**src/rtl/ecr_seq_pkg.sv**
```systemverilog
package ecr_seq_pkg;
  typedef enum logic [2:0] {
    ST_IDLE      = 3'd0,
    ST_TRAIN     = 3'd1,
    ST_WAIT_LOCK = 3'd2,
    ST_EXTRACT   = 3'd3,
    ST_RECOVER   = 3'd4,
    ST_HALT      = 3'd5
  } ecr_state_e;
endpackage

```
**src/rtl/ecr_seq_timer.sv**
```systemverilog
module ecr_seq_timer #(
  parameter int W = 8
) (
  input  logic         clk_i,
  input  logic         rst_ni,
  input  logic         run_i,
  input  logic [W-1:0] limit_i,
  output logic         expire_o
);
  logic [W-1:0] cnt_q;

  // counts cycles while run_i; limit 0 never expires
  assign expire_o = run_i && (limit_i != '0) && (cnt_q == limit_i - W'(1));

  always_ff @(posedge clk_i or negedge rst_ni) begin
    if (!rst_ni)       cnt_q <= '0;
    else if (!run_i)   cnt_q <= '0;
    else if (expire_o) cnt_q <= '0;
    else               cnt_q <= cnt_q + W'(1);
  end
endmodule

```
**src/rtl/ecr_seq_ctrl.sv**
```systemverilog
module ecr_seq_ctrl
  import ecr_seq_pkg::*;
(
  input  logic       clk_i,
  input  logic       rst_ni,
  input  logic       start_i,
  input  logic       lock_i,
  input  logic       ext_ok_i,
  input  logic       ext_fail_i,
  input  logic       train_done_i,
  input  logic       ext_tmo_i,
  output ecr_state_e state_o
);
  ecr_state_e state_q, state_d;

  always_comb begin
    state_d = state_q;
    unique case (state_q)
      ST_IDLE:      if (start_i) state_d = ST_TRAIN;
      ST_TRAIN:     if (train_done_i) state_d = ST_WAIT_LOCK;
      ST_WAIT_LOCK: if (lock_i) state_d = ST_EXTRACT;
      ST_EXTRACT: begin
        // priority: fail, then success, then silence timeout
        if (ext_fail_i)    state_d = ST_HALT;
        else if (ext_ok_i) state_d = ST_RECOVER;
        else if (ext_tmo_i) state_d = ST_HALT;
      end
      ST_RECOVER:   state_d = ST_EXTRACT;
      ST_HALT:      if (start_i) state_d = ST_TRAIN;
      default:      state_d = ST_IDLE;
    endcase
  end

  always_ff @(posedge clk_i or negedge rst_ni) begin
    if (!rst_ni) state_q <= ST_IDLE;
    else         state_q <= state_d;
  end

  assign state_o = state_q;
endmodule

```
**src/rtl/ecr_seq_outdec.sv**
```systemverilog
module ecr_seq_outdec
  import ecr_seq_pkg::*;
(
  input  ecr_state_e state_i,
  output logic       train_bypass_o,
  output logic       replica_en_o,
  output logic       samp_clk_en_o,
  output logic       data_valid_o,
  output logic       halted_o,
  output logic       in_train_o,
  output logic       in_extract_o
);
  always_comb begin
    train_bypass_o = 1'b0;
    replica_en_o   = 1'b0;
    samp_clk_en_o  = 1'b0;
    data_valid_o   = 1'b0;
    halted_o       = 1'b0;
    unique case (state_i)
      ST_TRAIN, ST_WAIT_LOCK: begin
        train_bypass_o = 1'b1;
        replica_en_o   = 1'b1;
      end
      ST_EXTRACT: samp_clk_en_o = 1'b1;
      ST_RECOVER: begin
        samp_clk_en_o = 1'b1;
        data_valid_o  = 1'b1;
      end
      ST_HALT:    halted_o = 1'b1;
      default: ;
    endcase
  end

  assign in_train_o   = (state_i == ST_TRAIN);
  assign in_extract_o = (state_i == ST_EXTRACT);
endmodule

```
**src/rtl/ecr_seq.sv**
```systemverilog
module ecr_seq
  import ecr_seq_pkg::*;
#(
  parameter int TRAIN_CYCLES = 16,
  parameter int TO_W         = 16
) (
  input  logic            clk_i,
  input  logic            rst_ni,
  input  logic            start_i,
  input  logic            lock_i,
  input  logic            ext_ok_i,
  input  logic            ext_fail_i,
  input  logic [TO_W-1:0] timeout_cycles_i,
  output logic            train_bypass_o,
  output logic            replica_en_o,
  output logic            samp_clk_en_o,
  output logic            data_valid_o,
  output logic            halted_o
);
  localparam int TRN_W = $clog2(TRAIN_CYCLES + 1);

  ecr_state_e state;
  logic       in_train, in_extract, train_done, ext_tmo;

  ecr_seq_ctrl u_ctrl (
    .clk_i        (clk_i),
    .rst_ni       (rst_ni),
    .start_i      (start_i),
    .lock_i       (lock_i),
    .ext_ok_i     (ext_ok_i),
    .ext_fail_i   (ext_fail_i),
    .train_done_i (train_done),
    .ext_tmo_i    (ext_tmo),
    .state_o      (state)
  );

  ecr_seq_timer #(.W(TRN_W)) u_train_tmr (
    .clk_i    (clk_i),
    .rst_ni   (rst_ni),
    .run_i    (in_train),
    .limit_i  (TRN_W'(TRAIN_CYCLES)),
    .expire_o (train_done)
  );

  ecr_seq_timer #(.W(TO_W)) u_ext_tmr (
    .clk_i    (clk_i),
    .rst_ni   (rst_ni),
    .run_i    (in_extract),
    .limit_i  (timeout_cycles_i),
    .expire_o (ext_tmo)
  );

  ecr_seq_outdec u_dec (
    .state_i        (state),
    .train_bypass_o (train_bypass_o),
    .replica_en_o   (replica_en_o),
    .samp_clk_en_o  (samp_clk_en_o),
    .data_valid_o   (data_valid_o),
    .halted_o       (halted_o),
    .in_train_o     (in_train),
    .in_extract_o   (in_extract)
  );
endmodule

```
**config.mk**
```make
export PLATFORM = sky130hd
export DESIGN_NAME = ecr_seq
export DESIGN_NICKNAME = d
export VERILOG_FILES = /design/src/rtl/ecr_seq_pkg.sv /design/src/rtl/ecr_seq_timer.sv /design/src/rtl/ecr_seq_ctrl.sv /design/src/rtl/ecr_seq_outdec.sv /design/src/rtl/ecr_seq.sv
export SDC_FILE = /design/constraint.sdc
export NUM_CORES = 1
export LEC_CHECK = 0
export BUFFER_PORTS_ARGS = -buffer_cell sky130_fd_sc_hd__buf_2
export CAP_MARGIN = 15
export CELL_PAD_IN_SITES_DETAIL_PLACEMENT = 0
export CELL_PAD_IN_SITES_GLOBAL_PLACEMENT = 1
export CORE_MARGIN = 2
export CORE_UTILIZATION = 25
export DETAILED_ROUTE_END_ITERATION = 7
export PLACE_DENSITY = 0.55
export SYNTH_ARGS = -nofsm -noshare
export SYNTH_HDL_FRONTEND = slang
export SYNTH_SLANG_ARGS = --single-unit
```
**constraint.sdc**
```tcl
create_clock -name clk_i -period 2.35 [get_ports clk_i]
set_clock_uncertainty 0.1 [all_clocks]
set_input_delay 0.235 -clock clk_i [delete_from_list [all_inputs] [get_ports clk_i]]
set_output_delay 0.235 -clock clk_i [all_outputs]
set_load 0.03 [all_outputs]
```
## Word level (Yosys, flattened, before mapping)

Cells that the tools add are included.
Widths: inputs -> output; s select.

| word-level totals | value |
|---|---|
| register bits | 24 |
| output and inout bits | 5 |

| cells by class | value |
|---|---|
| reduce and logical (&&, ||, !) cells | 9 |
| mux-type cells | 15 |
| add/subtract/negate cells | 3 |
| eq/ne operators | 11 |

Operator list:

| operator | number |
|---|---|
| $mux 16 | 2 |
| $mux 3 | 6 |
| $add 16x1->16 const B | 1 |
| $eq 16x16->1 | 1 |
| $reduce_bool 16->1 | 1 |
| $sub 16x1->16 const B | 1 |
| $pmux 3 s5 | 1 |
| $mux 5 | 2 |
| $eq 3x2->1 const B | 2 |
| $eq 3x3->1 const B | 2 |
| $reduce_or 2->1 | 3 |
| $add 5x1->5 const B | 1 |
| $eq 5x4->1 const B | 1 |
| $mux 1 | 4 |
| $ne 2x2->1 const B | 2 |
| $ne 4x4->1 const B | 1 |
| $reduce_and 4->1 | 1 |
| $eq 3x1->1 const B | 1 |
| $logic_and 1x1->1 | 3 |
| $logic_not 3->1 | 1 |
| $ne 2x1->1 const B | 1 |

## Longest topological paths before layout

Gate-level depths: netlist of the first run.

| depth | value |
|---|---|
| depth after elaboration | 7 |
| depth in mapped cells | 10 |

## Cells and area by module

A second synthesis of the first run with hierarchy kept.

| second synthesis, totals | value |
|---|---|
| cells, all modules | 223 |
| area, all modules | 2011.9 um^2 |

By module, submodules not included:

| module | cells an instance | times used | seq. area each (um^2) | area an instance (um^2) |
|---|---|---|---|---|
| ecr_seq_timer at u_ext_tmr | 158 | 1 | 400.4 | 1410.1 |
| ecr_seq_timer at u_train_tmr | 36 | 1 | 125.1 | 355.3 |
| ecr_seq_ctrl | 18 | 1 | 75.1 | 175.2 |
| ecr_seq_outdec | 9 | 1 | 0.0 | 63.8 |
| ecr_seq | 2 | 1 | 0.0 | 7.5 |

## Worst setup path after synthesis of the first run

No wires, ideal clock.

| timing | value |
|---|---|
| path type | input to register |
| start point | in timeout_cycles_i[0] |
| end point | reg u_ext_tmr.cnt_q[14] |
| buffers on the path | 1 |
| library setup time | 0.119 ns |
| slack | -0.119 ns |
| stages on the path | 10 |
| arrival | 2.250 ns |
| cells stage by stage | inv_1 > ha_1 > or3b_1 > or4_1 > a2bb2oi_1 > nand4_1 > nor4_2 > nand3b_4 > buf_8 > nor2_1 |

| on the way | value |
|---|---|
| word-level cells in the longest chain between the ends | 5 |
| elaborated cells on any way between the ends | 7 |
| those cells by class | add/sub (1); eq/ne (1); mux (2); reduce/logical (3) |

RTL lines:

| element | RTL line | text |
|---|---|---|
| from (decl) | ecr_seq.sv:13 | `input logic [TO_W-1:0] timeout_cycles_i,` |
| $sub 16x1->16 / $reduce_bool 16->1 (equally long branches) | ecr_seq_timer.sv:13 | `assign expire_o = run_i && (limit_i != '0) && (cnt_q == limit_i - W'(1));` |
| $eq 16x16->1 / $logic_and 1x1->1 (equally long branches) | ecr_seq_timer.sv:13 |  |
| $logic_and 1x1->1 * | ecr_seq_timer.sv:13 |  |
| $mux 16 * | ecr_seq_timer.sv:18 | `else if (expire_o) cnt_q <= '0;` |
| $mux 16 * | ecr_seq_timer.sv:17 | `else if (!run_i) cnt_q <= '0;` |
| to (signal assigned) | ecr_seq_timer.sv:19 | `else cnt_q <= cnt_q + W'(1);` |
| to (decl) | ecr_seq_timer.sv:10 | `logic [W-1:0] cnt_q;` |

Every way passes the cells marked *; elsewhere a longest branch is shown, timed or not.
A chain may end at the register's enable or synchronous reset.

## Final worst setup path of the first run

| timing | value |
|---|---|
| start point | in timeout_cycles_i[1] |
| end point | reg u_ctrl.state_q[1], in the netlist u_ctrl.state_o[1] |

| on the way | value |
|---|---|
| word-level cells in the longest chain between the ends | 5 |
| elaborated cells on any way between the ends | 7 |
| those cells by class | add/sub (1); eq/ne (2); reduce/logical (4) |

RTL lines:

| element | RTL line | text |
|---|---|---|
| $sub 16x1->16 / $reduce_bool 16->1 (equally long branches) | ecr_seq_timer.sv:13 |  |
| $eq 16x16->1 / $logic_and 1x1->1 (equally long branches) | ecr_seq_timer.sv:13 |  |
| $logic_and 1x1->1 * | ecr_seq_timer.sv:13 |  |
| $ne 4x4->1 (no source line) * | n/a |  |
| $reduce_and 4->1 (no source line) * | n/a |  |
| to (signal assigned) | ecr_seq_ctrl.sv:36 | `else state_q <= state_d;` |
| to (decl) | ecr_seq_ctrl.sv:14 | `ecr_state_e state_q, state_d;` |

Marked as above.

==> results, run 1 <==
- The arrival time at the worst endpoint is 2330 ps.
- The number of antenna diodes is 0.
- Clock tree synthesis selected as its root buffer the cell sky130_fd_sc_hd__clkbuf_8.
- Dividing the final minimum period by the clock period gives a little over nine tenths.
- The portion of synthesized area spent on multiplexers is 0%.
- The origin of the critical flop-to-flop path is u_ext_tmr.cnt_q[11].
- The later pin in the worst-skew pair is clocked with a latency of between 200 and 300 ps.
- On the critical path, the stage with the largest delay is an instance of sky130_fd_sc_hd__or4_4.
- The combinational family with the most area after synthesis is simple AND/OR/NAND/NOR gates.
- Setup repair after global routing could not meet its margin everywhere.
- After synthesis, the share of flip-flops with an asynchronous set or reset is 100.0%.
- The endpoint required time on the critical path is 2410 ps.
- The average wire length per cell after detail routing is between 10 and 15 um.
- In the post-synthesis netlist, the cell with the most instances is sky130_fd_sc_hd__nor2_1.
- TritonCTS built the clock tree.
- The synthesized-area fraction occupied by xor and xnor cells is 16.87%.
- After floorplanning, the core was sized to cover 6832 um2.
- The global routing usage summed across all routing layers is 11.60%.
- The endpoint identified for the worst register-to-register timing path is u_ctrl.state_o[1].
- For this design the ratio of total power to cell area is approximately 560 nW/um2.
- Sequential cells were found to cover 34.02% of the synthesized design area.
- Synthesis handed over a netlist of 200 instances.
- The cell count of the worst reg-to-reg path is 8.
- The number of levels in the clock H-tree is 1.
- The number of pins exceeding their max-slew limit in the final report is 0.
- The startpoint identified for the worst hold timing path is start_i.
- The time the worst path needs with I/O delays and setup is 2273 ps.
- Of the total synthesized cell area, the portion taken by AND, OR, NAND and NOR gates is 28.21%.
- Yosys attributes the largest share of cell area to sky130_fd_sc_hd__dfrtp_1, sky130_fd_sc_hd__xnor2_1, sky130_fd_sc_hd__nor2_1.
- In this run, synthesis inferred 0 flip-flops with an integrated enable.
- The clock transition at the register clock pins on the worst setup and hold paths after CTS is roughly 90 ps.
- The adder and majority cell fraction of the synthesized area is 2.835%.
- The number of nets in the layout is 268.
- On the worst path, the slowest cell contributes a delay of between 400 and 500 ps.
- For hold timing, the worst endpoint is u_ctrl.state_o[2].
- Derived from the worst setup path, the maximum achievable clock frequency is between 400 and 500 MHz.
- The filler cells instantiated in the layout total 756.
- The leakage power summed over all cells is 0.9070 nW.
- STA classifies the critical path startpoint as an input pin.
- The row count is 30.
- The detailed-route via count is 1522.
- Summed over all layers, the global routing overflow is 0.
- The detailed-router iteration count before antenna repair is 4.
- VDD sags by at most 0.4325 mV.
- The via count normalized by instance count is 4.516.
- The number of hold violations in the final report is 0.
- The fraction of final layout cells sized beyond drive strength 1 is approximately 30%.
- The average size of a mapped cell is 8.827 um2.
- The slew of the pin with the lowest slew margin is between 700 and 800 ps.
- For this configuration, the core starts out at a cell density of about 26%.
- The count of pins on the block boundary is 27.
- The kind of path behind the tightest hold check is input pin to register.
- The initial antenna violation count is 0.
- After routing the design area is 2277 um2.
- The detailed-route wire length is about 4.2 mm.
- The critical path in this run is classified as input pin to register.
- The total of buffers placed on input and output ports is 26.
- The routability congestion estimate from global placement is 0.7512.
- The Yosys warning count is 0.
- The kind of cell with the highest combined delay along the critical path is simple AND/OR/NAND/NOR gates.
- The wire length of the first global-routing pass is 7.169 mm.
- The total half-perimeter wirelength after legalization and detailed placement is approximately 3.2 mm.
- The number of different library cells used by synthesis comes to 53.
- In this run the register-to-register setup slack is 150 ps.
- The largest net degree at the start of global routing is 25.
- STA classifies the critical path endpoint as a register.
- The horizontal die dimension is 88.04 um.
- In this run the cell area of the synthesized design comes to 1765 um2.
- The area growth from synthesis to layout is 28.99%.
- The via count of the first global-routing pass is 1508.
- The die height is 88.04 um.
- Clock tree synthesis found a total of 24 sinks.
- The number of DRC violations after detailed routing is 0.
- After synthesis the netlist holds a flip-flop and latch count of 24.
- The area fraction in compound gates after synthesis is roughly an eighth.
- Among all flip-flop cells after synthesis, the most frequent one is sky130_fd_sc_hd__dfrtp_1.
- The number of violations of the max-capacitance limit is 0.
- In this run the cell area measured after placement is 2100 um2.
- No sink is reached through more buffers than the 2 on the longest clock path.
- Buffers inserted during clock tree synthesis total 3.
- The flow ran to the end, and the final reports show no timing, DRC or antenna violations.
- Summed over its instances, the top area cell type makes up 34.02% of the synthesized netlist area.
- Setup violations remaining at the end of the flow were counted as 0.
- The commonest cells after synthesis are sky130_fd_sc_hd__nor2_1, sky130_fd_sc_hd__dfrtp_1, sky130_fd_sc_hd__xnor2_1.
- The area enclosed by the die boundary is 7750 um2.
- Across all hold checks on the routed design, the worst slack comes to 207.9 ps.
- The largest total area in the synthesized netlist belongs to sky130_fd_sc_hd__dfrtp_1.
- The number of nets still failing antenna checks after routing is 0.
- The first-iteration detailed-routing DRC count is 48.
- Headroom to the max-slew limit came out at 53.00%.
- The number of nets in the synthesized netlist is 226.
- The signal on the critical path passes through buf_12, inv_12, ha_4, or3b_4, or4_4, a2bb2oi_2, nand4_1, nor4_2, buf_4, nor3_1, a221o_1.
- Counting both buffers and inverters, the worst setup path holds a total of 3.
- The maximum net fanout on the critical path is 4.
- The worst hold path passes through 3 cells.
[cells in the final DEF (no fill, tap or decap), types with 2 or more instances in the layout]
cell	instances
sky130_fd_sc_hd__nor3_1	4
sky130_fd_sc_hd__nand3b_1	2
sky130_fd_sc_hd__and2_1	2
sky130_fd_sc_hd__and3_1	5
sky130_fd_sc_hd__xor2_1	12
sky130_fd_sc_hd__nor3b_1	2
sky130_fd_sc_hd__nor2_1	24
sky130_fd_sc_hd__nor4_1	3
sky130_fd_sc_hd__nor2_2	10
sky130_fd_sc_hd__xnor2_1	20
sky130_fd_sc_hd__a211oi_1	2
sky130_fd_sc_hd__a221oi_1	2
sky130_fd_sc_hd__ha_1	3
sky130_fd_sc_hd__a21oi_1	3
sky130_fd_sc_hd__clkbuf_8	4
sky130_fd_sc_hd__buf_2	24
sky130_fd_sc_hd__nand3_1	10
sky130_fd_sc_hd__nand2b_1	3
sky130_fd_sc_hd__buf_4	16
sky130_fd_sc_hd__xnor2_2	2
sky130_fd_sc_hd__nand3b_4	2
sky130_fd_sc_hd__dfrtp_1	24
sky130_fd_sc_hd__a31oi_1	2
sky130_fd_sc_hd__nand4_1	3
sky130_fd_sc_hd__o211ai_1	2
sky130_fd_sc_hd__o31ai_1	2
sky130_fd_sc_hd__o21ai_0	6
sky130_fd_sc_hd__nand2_1	9
sky130_fd_sc_hd__inv_1	7
[registers in the layout (all words and copies together) (netlist names)]
signal             count
u_ctrl.state_o         3
u_ext_tmr.cnt_q       16
u_train_tmr.cnt_q      5
[final cells by class]
type,instances,area (um2),share of cell area (%)
well taps,96,120.1,5.275
inverters,9,51.30,2.253
repair buffers,43,281.5,12.36
multi-input cells,161,1169,51.32
flip-flops and latches,24,600.6,26.37
clock buffers,4,55.05,2.418
[repair_timing]
action                                 CTS  global route
hold buffers                             1             0
buffers inserted                         0             1
endpoints found under the hold margin   24             0
cloned                                   1             0
resized for setup                        5            20
setup endpoints to repair               17            17
pin swaps                                3             5
[per-stage QoR]
stage | power (mW) | utilization, % | setup slack (ps) | TNS [ps] | cells
2_1_floorplan | 0.8770 | - | -104.1 | -1071 | 200
3_3_place_gp | 0.9777 | 30.73 | -370.5 | -6286 | 330
3_5_place_dp | 0.9776 | 30.73 | -424.5 | -7232 | 330
4_1_cts | 1.276 | 32.16 | 15.12 | 0 | 336
5_1_grt | 1.368 | 33.33 | -60.78 | -60.78 | 337
6_report | 1.279 | 33.33 | 77.31 | 0 | 337
[logic make-up (layout without fill, tap and decap cells)]
family / count (synthesis) / in the layout
fa+ha+maj: 4 / 4
simple gates: 91 / 92
buf+inv: 16 / 56
compound gates: 31 / 31
xor+xnor: 34 / 34
flops: 24 / 24
[layer usage]
layer,vias up,share of wire [%],track usage (%)
li1,791,-,-
met1,695,50,16.51
met2,30,44,18.39
met3,6,4.0,1.602
met4,0,1.3,3.306
met5,-,0,0
[worst max-delay path by stage]
| stage | start | endpoint | slack (ps) | cells after the start |
|---|---|---|---|---|
| after floorplan | timeout_cycles_i[1] | u_ext_tmr.cnt_q[0] | -100 | 10 |
| after global placement | timeout_cycles_i[1] | u_ctrl.state_o[1] | -370 | 11 |
| after detailed placement | timeout_cycles_i[1] | u_ctrl.state_o[1] | -420 | 11 |
| after CTS | timeout_cycles_i[1] | u_ctrl.state_o[1] | 20 | 11 |
| after global routing | timeout_cycles_i[1] | u_ctrl.state_o[1] | -60 | 11 |
| final | timeout_cycles_i[1] | u_ctrl.state_o[1] | 80 | 11 |
[power by group]
| part | leakage (nW) | switching, mW | total, mW | internal [mW] |
|---|---|---|---|---|
| registers | 0.323 | 0.0783 | 0.546 | 0.467 |
| logic | 0.555 | 0.265 | 0.449 | 0.184 |
| clock network | 0.0288 | 0.135 | 0.285 | 0.150 |
| total | 0.907 | 0.478 | 1.28 | 0.801 |
[worst min-delay path, stage by stage]
cell and delay [ps]:
sky130_fd_sc_hd__buf_2 90, sky130_fd_sc_hd__nor2_1 40, sky130_fd_sc_hd__o21a_1 170
No activity file was read; power rests on OpenSTA's default activity.
==> run 2: changes to the inputs <==
==> constraint.sdc (replaced) <==
create_clock -name clk_i -period 2.35 [get_ports clk_i]
set_clock_uncertainty 0.1 [all_clocks]
set_input_delay 0.47 -clock clk_i [delete_from_list [all_inputs] [get_ports clk_i]]
set_output_delay 0.47 -clock clk_i [all_outputs]
set_load 0.03 [all_outputs]
==> results, run 2 (same netlist as run 1, synthesis figures left out) <==
- Setup repair after global routing could not meet its margin everywhere.
- The timing startpoint of the critical path is timeout_cycles_i[0].
- Clock latency on the worst-skew pair, taken at its later pin, is 270 ps.
- The placed cell count is between 300 and 400.
- For this block, the via count after detailed routing is 1564.
- The number of pins exceeding their max-slew limit in the final report came to 0.
- The finished layout holds 350 standard cells, fillers aside.
- The type of element capturing the critical path is a register.
- The combined area of the multi-input logic cells is 1157 um2.
- The worst register-to-register path begins at u_ext_tmr.cnt_q[3].
- Timing analysis after detailed placement gives a worst setup slack of -656.3 ps.
- The cell sitting at the root of the clock tree is a sky130_fd_sc_hd__clkbuf_8.
- The number of levels in the clock H-tree is 1.
- The count of fill cells added during filler insertion is 745.
- The total half-perimeter wirelength after legalization and detailed placement is about 3.3 mm.
- Setup slack on the worst reg-to-reg path comes out at ~110 ps.
- The final reports fail on setup timing.
- The post-cts hold buffer count is 0.
- Entering global routing, the biggest net connects 25 pins.
- The number of antenna diodes is 0.
- The sequential cell area is around 600 um2.
- In this run the worst path has a maximum fanout of 4.
- The internal portion of the total power is 0.8927 mW.
- Of the total power, the share spent switching nets is 34.86%.
- The min-delay analysis places its worst path in the category input pin to async pin.
- The horizontal die dimension is 88.04 um.
- The combinational cell fraction of total power is 34.0%.
- The total of buffers placed on input and output ports is 26.
- The number of hold violations in the final report was 0.
- The first-iteration detailed-routing DRC count is 49.
- The run finished, with violations left.
- The minimum setup slack in the final design is -185.0 ps.
- TritonCTS built the clock tree.
- The final count of negative-setup-slack endpoints is 18.
- Once placement finished, the instance area stood at approximately 2200 um2.
- The detailed-route wire length is 4.278 mm.
- Summed over all layers, the global routing overflow is 0.
- The relative slew slack is 62.47%.
- The number of DRC violations after detailed routing is 0.
- In this run, the clock network consumes 26.5% of the power.
- The worst path in the final design needs a cycle of about 2500 ps, including I/O delays and setup.
- The via count normalized by instance count is 4.469.
- Clock-pin slew was measured on the worst setup and hold paths at 90 ps.
- In this run the remaining antenna-violating nets after routing total 0.
- The tightest hold path in the finished design has a slack of 88.74 ps.
- Clock tree synthesis found a total of 24 sinks.
- In this run the count of I/O pins placed on the die edge is 27.
- The floorplan core area is 6832 um2.
- The fraction of final layout cells sized beyond drive strength 1 is 32.68%.
- The detailed-router iteration count before antenna repair is 4.
- The via count of the first global-routing pass was between 1500 and 2000.
- The register with the most flip-flops is u_ext_tmr.cnt_q.
- The register with the most flip-flops in the layout has 16 of them.
- The leakage power summed over all cells is 0.9707 nW.
- The routability congestion estimate from global placement is 0.7438.
- The share of the clock period used by the worst path after layout is 107.9%.
- STA classifies the critical path startpoint as an input pin.
- The timing-limited maximum frequency is approximately 390 MHz.
- The initial utilization of the core area, before any placement, comes to ~26%.
- Dividing total power by cell area gives a power density of 576.8 nW/um2.
- The die covers 7750 um2.
- In this run the power spent charging and discharging nets is 0.4778 mW.
- The critical path start-end classification is input pin to register.
- In the layout the commonest cells are sky130_fd_sc_hd__buf_4, sky130_fd_sc_hd__nor2_1, sky130_fd_sc_hd__buf_2, sky130_fd_sc_hd__dfrtp_1, sky130_fd_sc_hd__xnor2_1.
- The initial antenna violation count is 0.
- Global routing used about an eighth of the available tracks across all layers.
- The slew of the pin with the lowest slew margin is 563.0 ps.
- Relative to the synthesized area, the layout overhead comes to 34.59%.
- The most common cell after layout, fill and taps aside is sky130_fd_sc_hd__buf_4.
- The final layout contains 281 nets.
- The number of buffers created by CTS is 3.
- Row generation in the floorplan step produced 30 rows.
- Measured along the y axis, the die boundary spans about 90 um.
- Adding up every negative setup slack in the final design gives -2276 ps.
- The maximum buffer depth of the clock tree is 2.
- The share of total power in sequential cells is around two fifths.
- Across the run, the number of max-cap violations was 0.
- The wire length of the first global-routing pass is between 7 and 8 mm.
- After detailed routing, the average wire length per cell comes to 12.22 um.
- With fillers left out, the area of the finished cells amounts to ~2400 um2.
- STA puts the critical path data required time at between 2000 and 2500 ps.
- Data on the critical path arrives at its endpoint at 2590 ps.
- The worst-case IR drop observed on VDD is 0.4722 mV.
==> run 2: changes by cell type in the layout (fill, tap and decap cells not counted), moves of 2 or more <==
cell | before | now
sky130_fd_sc_hd__buf_4 | 16 | 30
sky130_fd_sc_hd__buf_8 | 0 | 2
sky130_fd_sc_hd__nor2_1 | 24 | 28
sky130_fd_sc_hd__nor2_2 | 10 | 4
sky130_fd_sc_hd__nor2_4 | 0 | 2
sky130_fd_sc_hd__xnor2_1 | 20 | 22
sky130_fd_sc_hd__xnor2_2 | 2 | 0
==> run 2: layer usage <==
layer	track usage (%)	vias up	routed length [um]
met1	15.92	725	2119
met3	1.225	2	130
li1	-	811	-
met5	0	-	0
met2	20.32	26	2009
met4	2.479	0	19
==> run 2: power by group through the flow <==
stage / Combinational (mW) / Sequential, mW / Clock, mW
CTS: 0.468 / 0.541 / 0.374
finish: 0.466 / 0.541 / 0.363
global placement: 0.447 / 0.548 / 0
floorplan: 0.368 / 0.509 / 0
global route: 0.516 / 0.554 / 0.386
detailed placement: 0.451 / 0.544 / 0
==> run 2: per-stage QoR <==
stage	total power, mW	util [%]
3_3_place_gp	0.9953	32.27
2_1_floorplan	0.8770	-
6_report	1.370	34.78
5_1_grt	1.457	34.78
4_1_cts	1.382	34.45
3_5_place_dp	0.9951	32.27
==> run 2: worst paths after layout <==
kind / to / cells after the start
max in group asynchronous: u_ext_tmr.cnt_q[7] / 1
min reg2reg: u_train_tmr.cnt_q[0] / 1
max: u_ctrl.state_o[1] / 11
max reg2reg: u_ctrl.state_o[1] / 8
min: u_ctrl.state_o[1] / 1
min in group clk_i: u_train_tmr.cnt_q[0] / 1
==> run 2: layout make-up <==
| cell class | count | area share, % |
|---|---|---|
| clock inverter | 1 | 1.264 |
| sequential | 24 | 25.28 |
| timing repair buffer | 56 | 15.80 |
| tap | 96 | 5.055 |
| clock buffer | 3 | 1.738 |
| inverter | 9 | 2.159 |
| multi-input combinational | 161 | 48.71 |
==> run 2: worst max-delay path: stages <==
cell and delay [ps]:
sky130_fd_sc_hd__buf_8 100, sky130_fd_sc_hd__inv_6 50, sky130_fd_sc_hd__ha_4 120, sky130_fd_sc_hd__or3b_4 370
sky130_fd_sc_hd__or4_4 490, sky130_fd_sc_hd__a2bb2oi_2 130, sky130_fd_sc_hd__nand4_1 90, sky130_fd_sc_hd__nor4_2 250
sky130_fd_sc_hd__buf_4 180, sky130_fd_sc_hd__nor3_2 40, sky130_fd_sc_hd__a221o_1 300
==> run 2: timing repair <==
item,CTS,global route
endpoints found under the hold margin,0,0
endpoints found under the setup margin,18,18
setup buffers,1,0
cloned,1,0
resized for setup,15,7
pin swaps,11,2
==> run 3: changes to the inputs <==
CORE_UTILIZATION = 43   (was 25)
PLACE_DENSITY = 0.84   (was 0.55)
clock period = 2.8 ns   (was 2.35 ns; I/O delays follow)
==> results, run 3 (same netlist as run 1, synthesis figures left out) <==
- The register with the most flip-flops is u_ext_tmr.cnt_q.
- In the routed design, unresolved DRC markers number 0.
- Setup violations remaining at the end of the flow were counted as 0.
- Max-cap violations in this run came to 0.
- After detailed placement, the design holds a cell count of 282.
- STA classifies the critical path endpoint as a register.
- The number of pins exceeding their max-slew limit in the final report is 0.
- The detailed-router iteration count before antenna repair is 4.
- The sink count of the clock tree is 24.
- The detailed-route via count is 1508.
- Dividing total power by cell area gives a power density of 528.3 nW/um2.
- From left edge to right edge, the die measures roughly 68 um.
- Entering global routing, the biggest net connects 25 pins.
- The net count of the finished layout is 264.
- The total buffers and inverters traversed by the critical path is 3.
- The slowest stage of the critical path belongs to the cell sky130_fd_sc_hd__or4_4.
- The critical path start-end classification is input pin to register.
- The arrival time at the worst endpoint is 2780 ps.
- The total half-perimeter wirelength after legalization and detailed placement is 2.842 mm.
- The maximum buffer depth of the clock tree is 2.
- In the routed layout, each cell is associated on average with a via count of 5.254.
- The endpoint required time on the critical path is ~2900 ps.
- The count of fill cells added during filler insertion is 404.
- The smallest clock period supported by the final layout is computed as 2715 ps.
- The share of the clock period used by the worst path after layout is a little over nine tenths.
- The core region is 3971 um2.
- In this run the tool buffered the top-level ports with 26 buffer cells.
- The category of cells accounting for the largest share of critical-path delay is simple AND/OR/NAND/NOR gates.
- Summed over all layers, the routed wires come to 3.725 mm.
- The library cells used most frequently in the layout, excluding fill and tap cells, are sky130_fd_sc_hd__nor2_1, sky130_fd_sc_hd__buf_2, sky130_fd_sc_hd__dfrtp_1, sky130_fd_sc_hd__xnor2_1, sky130_fd_sc_hd__buf_4.
- The clock transition at the register clock pins on the worst setup and hold paths after CTS is ~80 ps.
- The launching element type of the critical path is an input pin.
- The fraction of final layout cells sized beyond drive strength 1 is between 20% and 30%.
- The CTS tree is yes.
- The first global-routing pass estimated around 6.1 mm of wire.
- The global routing usage summed across all routing layers is between 15 and 20%.
- The number of hold violations in the final report was 0.
- The placement-stage cell area is ~2000 um2.
- The worst slack on hold paths is 157.5 ps.
- The clock insertion delay at the later pin of the skew report is 270 ps.
- The maximum net fanout on the critical path is 4.
- Adding up every negative setup slack in the final design gives 0 ps.
- For this configuration, the core starts out at a cell density of 44.45%.
- The via count of the first global-routing pass is 1385.
- The slew of the pin with the lowest slew margin is 545.9 ps.
- The run finished with clean final reports.
- During I/O placement, the number of pins put on the boundary was 27.
- The pre-CTS setup slack is -174.7 ps.
- The flip-flop count of the largest register, all copies and words added is 16.
- Measured on the finished design, the core utilization comes to 52.68%.
- After clock tree synthesis, the setup repair step added 0 buffers.
- Timing would allow up to 368.3 MHz.
- The die height is 68.08 um.
- The worst pin sits at a relative slew slack of 63.53%.
- The initial antenna violation count is 0.
- The post-cts hold buffer count is 0.
- The number of buffers created by CTS is 3.
- The delay contributed by the slowest stage of the critical path is 490 ps.
- The routability congestion estimate from global placement is 0.7657.
- The leakage power summed over all cells is 0.8724 nW.
- The kind of path behind the tightest hold check is input pin to async pin.
- With fillers left out, the area of the finished cells amounts to 2092 um2.
- The area enclosed by the die boundary is around 4600 um2.
- The detail route stage leaves a number of antenna-violating nets equal to 0.
- The library cell used most frequently in the layout, excluding fill and tap cells, is sky130_fd_sc_hd__nor2_1.
- The clock root buffer is sky130_fd_sc_hd__clkbuf_8.
- The minimum setup slack in the final design is around 85 ps.
- The number of levels in the clock H-tree is 1.
- The area growth from synthesis to final layout is 18.50%.
- Summing internal, switching and leakage power gives roughly 1.1 mW.
- Across the VDD grid, the largest voltage drop is 0.5021 mV.
- The initialized floorplan defines 23 standard-cell rows.
- After global routing the overflow that remains totals 0.
- The number of standard cells in the final layout excluding fillers is 287.
- The number of antenna diodes is 0.
- After the first detailed-routing iteration, the DRC count stood at 110.
- After detailed routing, the average wire length per cell comes to ~13 um.
- Walking the worst path, the cells encountered are buf_2, inv_1, ha_1, or3b_4, or4_4, a2bb2oi_2, nand4_1, nor4_2, buf_4, nor3_1, a221o_1.
-- run 3: worst paths after layout --
kind,from,to,slack (ps),cells past startpoint
worst max-delay path,timeout_cycles_i[0],u_ctrl.state_o[1],80,11
worst min-delay path,rst_ni,u_ctrl.state_o[2],160,1
worst max register to register,u_ext_tmr.cnt_q[6],u_ctrl.state_o[1],520,8
worst min register to register,u_train_tmr.cnt_q[0],u_train_tmr.cnt_q[0],360,1
max in group asynchronous,rst_ni,u_train_tmr.cnt_q[0],2090,1
min in group clk_i,u_train_tmr.cnt_q[0],u_train_tmr.cnt_q[0],360,1
-- run 3: per-layer routing --
metal / global-route usage (%) / wire length, um / up-vias
met5: 0 / 0 / -
met4: 6.000 / 48 / 0
met1: 23.45 / 1797 / 692
met2: 29.85 / 1757 / 25
met3: 1.480 / 120 / 5
li1: - / - / 786
-- run 3: cell type report --
cell class / instances / area (um2) / area share (%)
Multi-Input combinational cell: 161 / 1096 / 52.39
Clock buffer: 3 / 41.29 / 1.974
Timing Repair Buffer: 39 / 227.7 / 10.89
Sequential cell: 24 / 600.6 / 28.71
Clock inverter: 1 / 30.03 / 1.435
Tap cell: 50 / 62.56 / 2.990
Inverter: 9 / 33.78 / 1.615
-- run 3: power by group --
group	switching, mW	internal (mW)
sequential	0.0585	0.392
clock	0.113	0.191
combinational	0.208	0.143
-- run 3: worst register-to-register path: cells and delay by family, from the launching register on --
family	cells	cell delay (ps)
and+or+nand+nor	4	870
AOI/OAI and AO/OA	2	410
xor gates and xnor gates	1	170
DFF	1	460
buffers and inverters	1	170
-- run 3: what timing repair did --
action                                  4_1_cts  5_1_grt
gates resized for setup                       0        3
endpoints found under the hold margin         0        0
endpoints found under the setup margin        0       17
